## config.mk

```make
export PLATFORM = sky130hd
export DESIGN_NAME = spi_rx_status
export DESIGN_NICKNAME = d
export VERILOG_FILES = /design/src/rtl/spi_rxs_pkg.sv /design/src/rtl/spi_rxs_flag.sv /design/src/rtl/spi_rxs_rxbuf.sv /design/src/rtl/spi_rxs_irq.sv /design/src/rtl/spi_rx_status.sv
export SDC_FILE = /design/constraint.sdc
export NUM_CORES = 1
export LEC_CHECK = 0
export ABC_AREA = 1
export CAP_MARGIN = 15
export CORE_AREA = 2 2 39 41
export CTS_BUF_LIST = sky130_fd_sc_hd__clkbuf_4
export CTS_CLUSTER_SIZE = 10
export DETAILED_ROUTE_END_ITERATION = 6
export DIE_AREA = 0 0 41 43
export DONT_BUFFER_PORTS = 1
export SYNTH_ARGS = -nofsm -noshare
export SYNTH_HDL_FRONTEND = slang
export SYNTH_SLANG_ARGS = --single-unit
```

## constraint.sdc

```tcl
create_clock -name clk -period 2.7 [get_ports clk]
set_clock_uncertainty 0.05 [all_clocks]
set_input_delay 0.54 -clock clk [delete_from_list [all_inputs] [get_ports clk]]
set_output_delay 0.54 -clock clk [all_outputs]
set_load 0.005 [all_outputs]
```

## src/rtl/spi_rxs_pkg.sv

```systemverilog
package spi_rxs_pkg;
  localparam int unsigned NFLAG    = 3;
  localparam int unsigned FL_FULL  = 0;
  localparam int unsigned FL_OVR   = 1;
  localparam int unsigned FL_MODF  = 2;

  function automatic logic rxerr_req(input logic en, input logic rie,
                                     input logic eie, input logic [NFLAG-1:0] f);
    return en & ((rie & f[FL_FULL]) | (eie & (f[FL_OVR] | f[FL_MODF])));
  endfunction

  function automatic logic tx_req(input logic en, input logic tie, input logic te);
    return en & tie & te;
  endfunction
endpackage

```

## src/rtl/spi_rxs_flag.sv

```systemverilog
module spi_rxs_flag (
  input  logic clk,
  input  logic rst_n,
  input  logic en,
  input  logic set_i,
  input  logic rd_stat,
  input  logic rd_data,
  output logic flag_o,
  output logic arm_o,
  output logic clr_o
);
  logic flag_q, arm_q;

  assign clr_o  = rd_data & arm_q;
  assign flag_o = flag_q;
  assign arm_o  = arm_q;

  always_ff @(posedge clk or negedge rst_n) begin
    if (!rst_n) begin
      flag_q <= 1'b0;
      arm_q  <= 1'b0;
    end else if (!en) begin
      flag_q <= 1'b0;
      arm_q  <= 1'b0;
    end else begin
      flag_q <= set_i | (flag_q & ~clr_o);
      if (rd_stat)      arm_q <= flag_q & ~clr_o;
      else if (rd_data) arm_q <= 1'b0;
    end
  end

  // a set but unarmed flag survives any data read
  p_unarmed_holds_r6: assert property (@(posedge clk) disable iff (!rst_n)
    (en && flag_q && !arm_q) |=> flag_q);

  // a flag can only fall after a data read or a disable
  p_clear_needs_read_r4: assert property (@(posedge clk) disable iff (!rst_n)
    (en && flag_q && !rd_data) |=> flag_q);
endmodule

```

## src/rtl/spi_rxs_rxbuf.sv

```systemverilog
module spi_rxs_rxbuf #(
  parameter int unsigned DATA_W = 8
) (
  input  logic              clk,
  input  logic              rst_n,
  input  logic              en,
  input  logic              rx_done,
  input  logic [DATA_W-1:0] rx_byte,
  input  logic              full,
  input  logic              full_clr,
  output logic [DATA_W-1:0] data_o,
  output logic              load_o,
  output logic              lost_o
);
  logic [DATA_W-1:0] data_q;

  assign load_o = en & rx_done & (~full | full_clr);
  assign lost_o = en & rx_done & full & ~full_clr;
  assign data_o = data_q;

  always_ff @(posedge clk or negedge rst_n) begin
    if (!rst_n)      data_q <= '0;
    else if (load_o) data_q <= rx_byte;
  end

  // a dropped byte never disturbs the held byte
  p_lost_keeps_r3: assert property (@(posedge clk) disable iff (!rst_n)
    lost_o |=> $stable(data_q));

  // an accepted byte appears in the register
  p_load_byte_r2: assert property (@(posedge clk) disable iff (!rst_n)
    load_o |=> (data_q == $past(rx_byte)));
endmodule

```

## src/rtl/spi_rxs_irq.sv

```systemverilog
module spi_rxs_irq
  import spi_rxs_pkg::*;
(
  input  logic             en,
  input  logic             rx_ie,
  input  logic             err_ie,
  input  logic             tx_ie,
  input  logic             tx_empty,
  input  logic [NFLAG-1:0] flags,
  output logic             irq_rxerr,
  output logic             irq_tx
);
  assign irq_rxerr = rxerr_req(en, rx_ie, err_ie, flags);
  assign irq_tx    = tx_req(en, tx_ie, tx_empty);

  // without an error enable, errors alone raise nothing
  always_comb begin
    if (en && !err_ie && !(rx_ie && flags[FL_FULL]))
      a_err_gated_r9: assert (!irq_rxerr);
  end
endmodule

```

## src/rtl/spi_rx_status.sv

```systemverilog
module spi_rx_status
  import spi_rxs_pkg::*;
#(
  parameter int unsigned DATA_W = 8
) (
  input  logic              clk,
  input  logic              rst_n,
  input  logic              spi_en,
  input  logic              rx_ie,
  input  logic              err_ie,
  input  logic              tx_ie,
  input  logic              modf_en,
  input  logic              tx_empty,
  input  logic              rx_done,
  input  logic [DATA_W-1:0] rx_byte,
  input  logic              modf_detect,
  input  logic              stat_rd,
  input  logic              data_rd,
  output logic [2:0]        stat_q,
  output logic [DATA_W-1:0] data_q,
  output logic              irq_rxerr,
  output logic              irq_tx
);
  logic [NFLAG-1:0] set_v, flag_v, arm_v, clr_v;
  logic             rx_load, rx_lost, modf_set;

  assign modf_set = spi_en & modf_en & modf_detect;

  always_comb begin
    set_v          = '0;
    set_v[FL_FULL] = rx_load;
    set_v[FL_OVR]  = rx_lost;
    set_v[FL_MODF] = modf_set;
  end

  for (genvar g = 0; g < NFLAG; g++) begin : g_flag
    spi_rxs_flag u_flag (
      .clk     (clk),
      .rst_n   (rst_n),
      .en      (spi_en),
      .set_i   (set_v[g]),
      .rd_stat (stat_rd),
      .rd_data (data_rd),
      .flag_o  (flag_v[g]),
      .arm_o   (arm_v[g]),
      .clr_o   (clr_v[g])
    );
  end

  spi_rxs_rxbuf #(.DATA_W(DATA_W)) u_rxbuf (
    .clk      (clk),
    .rst_n    (rst_n),
    .en       (spi_en),
    .rx_done  (rx_done),
    .rx_byte  (rx_byte),
    .full     (flag_v[FL_FULL]),
    .full_clr (clr_v[FL_FULL]),
    .data_o   (data_q),
    .load_o   (rx_load),
    .lost_o   (rx_lost)
  );

  spi_rxs_irq u_irq (
    .en        (spi_en),
    .rx_ie     (rx_ie),
    .err_ie    (err_ie),
    .tx_ie     (tx_ie),
    .tx_empty  (tx_empty),
    .flags     (flag_v),
    .irq_rxerr (irq_rxerr),
    .irq_tx    (irq_tx)
  );

  assign stat_q = flag_v;

  // receive colliding with a clearing read leaves full set, no overrun
  p_collide_r12: assert property (@(posedge clk) disable iff (!rst_n)
    (spi_en && rx_done && data_rd && arm_v[FL_FULL]) |=> (stat_q[FL_FULL] && !rx_lost));

  // mode fault cannot rise without its enable
  p_modf_gate_r7: assert property (@(posedge clk) disable iff (!rst_n)
    (!stat_q[FL_MODF] && !modf_en) |=> !stat_q[FL_MODF]);

  // disabled peripheral shows no flags
  p_off_clear_r11: assert property (@(posedge clk) disable iff (!rst_n)
    !spi_en |=> (stat_q == '0));

  // overrun follows a receive into a full, uncleared buffer
  p_ovr_sets_r3: assert property (@(posedge clk) disable iff (!rst_n)
    (spi_en && rx_done && stat_q[FL_FULL] && !data_rd) |=> stat_q[FL_OVR]);
endmodule

```

* Word-level counts from Yosys, hierarchy flattened
Cells that the tools add are included.
** Word-level totals
- Flip-flop bits (word level) :: 14
- Word-level logic and storage cells :: 45
- Output and inout port bits :: 13
** Operators by class
- Bitwise logic cells :: 27
- Mux-type cells :: 10
- Eq/ne operators :: 1
** Operators by type and width (count)
- bitwise AND 1 bit :: 17
- two-way mux 1 bit :: 10
- bitwise OR 1 bit :: 6
- inverter 1 bit :: 4
- inequality test 3 x 1 -> 1 bit, second input constant :: 1

* Logic depth before layout (Yosys ltp)
- Depth after elaboration :: 5
- Mapped depth :: 6
- Mapped depth without buffers :: 5

* Hierarchy
Synthesis repeated with hierarchy kept, for this count alone.
** Second synthesis, totals
- Cell total of the unflattened synthesis :: 95
- Area total of the unflattened synthesis :: 708.2 µm²
** By module, submodules not included
- spi_rxs_rxbuf :: cells each 39, times used 1, area an instance 355.3 µm², sequential area each 200.2 µm²
- spi_rxs_flag :: cells each 16, times used 3, area an instance 105.1 µm², sequential area each 50.0 µm²
- spi_rxs_irq :: cells each 5, times used 1, area an instance 23.8 µm², sequential area each 0.0 µm²
- spi_rx_status :: cells each 3, times used 1, area an instance 13.8 µm², sequential area each 0.0 µm²

* Worst setup path after synthesis
No wires, ideal clock.
- Path kind :: input-to-output
- Start point :: input port err_ie
- End point :: output port irq_rxerr
- Required time :: 2.110 ns
- Arrival time :: 0.744 ns
- Path buffers :: 0
- Stages :: 2
- Slack :: 1.366 ns
- Cell sequence :: o21ai_0 -> a21oi_1
** Between the ends
- Longest elaborated chain between the ends :: 3
** Ends and longest elaborated chain
- start, declared :: line spi_rx_status.sv:10 : input logic err_ie,
- bitwise AND 1 bit :: line spi_rxs_pkg.sv:9 : return en & ((rie & f[FL_FULL]) | (eie & (f[FL_OVR] | f[FL_MODF])));
- bitwise OR 1 bit :: line spi_rxs_pkg.sv:9
- bitwise AND 1 bit :: line spi_rxs_pkg.sv:9
- end, declared :: line spi_rx_status.sv:21 : output logic irq_rxerr,
Every way passes these cells.

* Worst setup path in the final report
- Start point :: register g_flag[1].u_flag.flag_q
- End point :: output port irq_rxerr
** Between the ends
- Longest elaborated chain between the ends :: 4
** Ends and longest elaborated chain
- start, declared :: line spi_rxs_flag.sv:12 : logic flag_q, arm_q;
- start signal, assigned :: line spi_rxs_flag.sv:26 : flag_q <= set_i | (flag_q & ~clr_o);
- bitwise OR 1 bit :: line spi_rxs_pkg.sv:9
- bitwise AND 1 bit :: line spi_rxs_pkg.sv:9
- bitwise OR 1 bit :: line spi_rxs_pkg.sv:9
- bitwise AND 1 bit :: line spi_rxs_pkg.sv:9
Every way passes these cells.

==> impl_results.md <==
- Slowest CP cell: dfrtp_1
- Crit Path Max Fanout: 3
- CTS sink count: 14
- Dpl ws: roughly 1300 ps
- Worst Tran Pin Value: 638 ps
- Setup Buffers After CTS: 0
- Area taken by multi-input logic gates: approximately 240 um2
- Cell depth of the worst hold path: 2
- Final max-slew violation count: 0
- Worst-path clk slew: 90 ps
- Synth area leader: dfrtp_1
- # setup viols final: 0
- Final wirelength: ~1.3 mm
- Final worst slack: roughly 1100 ps
- Worst vdd ir: slightly above 0.3 mV
- First DRT Iteration DRCs: 5
- Share of cells above drive strength 1: 14.7%
- Die H: between 40 and 50 um
- CTS tree: built
- RSZ-0062 raised after global routing: false
- Status: completed
- Sequential element share of the synthesized area: between 50% and 60%
- Core Area: between 1000 and 1500 um2
- Clock latency on the worst-skew pair: 280 ps
- ANT nets after route: 0
- Hold Vio Cnt, Final: 0
- Nets: 96
- Yosys top cell area share: between 50% and 60%
- Post-synthesis cell type count: 15
- Synthesized instance count: 74
- Post-Syn Area per Cell: roughly 8.8 um2
- Tmin final: between 1500 and 2000 ps
- Global-route wire length before repair: 2.08 mm
- CTS H-tree depth: 1
- Final core occ: between 40% and 50%
- Fin crit share: roughly 60%
- DRC: 0
- Yosys warns: 0
- Slew HR: 57.4%
- WS Path Type: reg -> out
- Worst reg2reg path depth: 4
- Clock buffer depth: 2
- Total GRT Usage: 17.7%
- CTS buffer count: 3
- Most common cell after layout, fill and taps aside: nand2_1
- Top Family by Delay on Critical Path: flip-flops
- Vias in the first global route: 482
- Instance count on the critical path: 2
- Pleak: around 0.36 nW
- N_diodes: 0
- Core Rows: 14
- IO buf count: 0
- WP buf/inv: 0
- Avg WL per Cell: around 14 um
- Req. time, crit path: 2110 ps
- Post-CTS sizing: 0
- Cell Area, Synth: about 650 um2
- Max incr delay on CP: 430 ps
- Commonest non-fill, non-tap cells in the layout: nand2_1, dfrtp_1, nand3_1, a21oi_1, clkbuf_4
- Layout Area Growth over Synthesis: 2.88%
- Reg area: 350 um2
- Yosys reg bits: 14
- Via density: about 5.5
- Setup_tns: 0 ps
- Setup crit start kind: flip-flop
- PD cells: ~620 nW/um2
- Initial antenna violation count: 0
- CP Capture Type: output pin
- Horiz. Die Dim: 41 um
- Die area: 1760 um2
- Largest net degree at the start of global routing: 15
- Design Power: 0.419 mW
- Hold WC Path Type: in -> reg
- Drt first pass iters: 4
- Syn nets: 94
- GP Congestion: between 0.7 and 0.8
- Via Count: 502
- GRT overflow: 0
- Fmax: between 0.6 and 0.7 GHz
- Root Driver: clkbuf_4
- Critical path arrival: 1000 ps
- Fillers: 146
- Largest cells by area after synthesis: dfrtp_1, nand2_1, nand3_1, buf_4, nand2_4
- Initial core utilization: between 40% and 50%
- Detailed Place HPWL: 923 um
- Max-cap violations: 0
- I/O pin cnt: 33
- Critical path cell sequence: o21ai_0 > a21oi_1
==> logic make-up after synthesis <==
family / count (synthesis) / share of synthesized area [%]
simple gates: 47 / 33.2
flops: 14 / 53.7
buf+inv: 8 / 8.83
compound gates: 5 / 4.22
==> what timing repair did <==
item,in CTS,in global routing
hold endpoints to repair,14,0
endpoints found under the setup margin,0,0
hold buffers,1,0
==> final cells by class <==
class | instances | share of cell area (%)
clock buffer | 3 | 3.36
clock inverter | 1 | 0.560
inverter | 4 | 2.99
multi-input combinational | 52 | 36.4
sequential | 14 | 52.2
tap | 16 | 2.99
timing repair buffer | 1 | 1.49
==> metal layers <==
layer | global-route usage (%) | vias to the layer above | wire [um]
li1 | - | 235 | -
met1 | 24.8 | 241 | 519
met2 | 24.1 | 22 | 618
met3 | 4.71 | 4 | 123
met4 | 10.0 | 0 | 19
met5 | 0 | - | 0
==> per-stage QoR <==
stage	hold WS [ps]	std cells	cell area (um2)
2_1_floorplan	194	74	652
3_3_place_gp	195	86	634
3_5_place_dp	195	86	634
4_1_cts	314	91	671
5_1_grt	347	91	671
6_report	318	91	671
==> Yosys cell counts (all sizes together) <==
cell type   n
o21ai       1
nor3        1
buf         4
nand3       9
and3        1
dfrtp      14
a21boi      1
nand2      36
clkinv      1
a21oi       3
inv         3
==> power by group <==
part	leakage (nW)	switching [mW]	internal (mW)
sequential	0.180	0.0185	0.232
combinational	0.162	0.0284	0.0164
clock	0.0154	0.0692	0.0536
==> state kept, by name, indices dropped and copies added, names as in the netlist <==
register and cells:
g_flag.u_flag.arm_o 3, g_flag.u_flag.flag_o 3, u_rxbuf.data_o 8
==> final timing paths <==
| path | from | to | slack, ps |
|---|---|---|---|
| hold reg to reg | g_flag[1].u_flag.arm_o$_DFFE_PN0P_ | g_flag[1].u_flag.arm_o$_DFFE_PN0P_ | 430 |
| setup / recovery | g_flag[1].u_flag.flag_o$_DFF_PN0_ | irq_rxerr | 1110 |
| min in group asynchronous | rst_n | u_rxbuf.data_o[2]$_DFFE_PN0P_ | 660 |
| hold / removal | spi_en | g_flag[1].u_flag.flag_o$_DFF_PN0_ | 320 |
| setup reg to reg | g_flag[0].u_flag.flag_o$_DFF_PN0_ | u_rxbuf.data_o[6]$_DFFE_PN0P_ | 1720 |
| max in group asynchronous | rst_n | g_flag[0].u_flag.flag_o$_DFF_PN0_ | 1530 |
(Power assumes the default switching activity.)
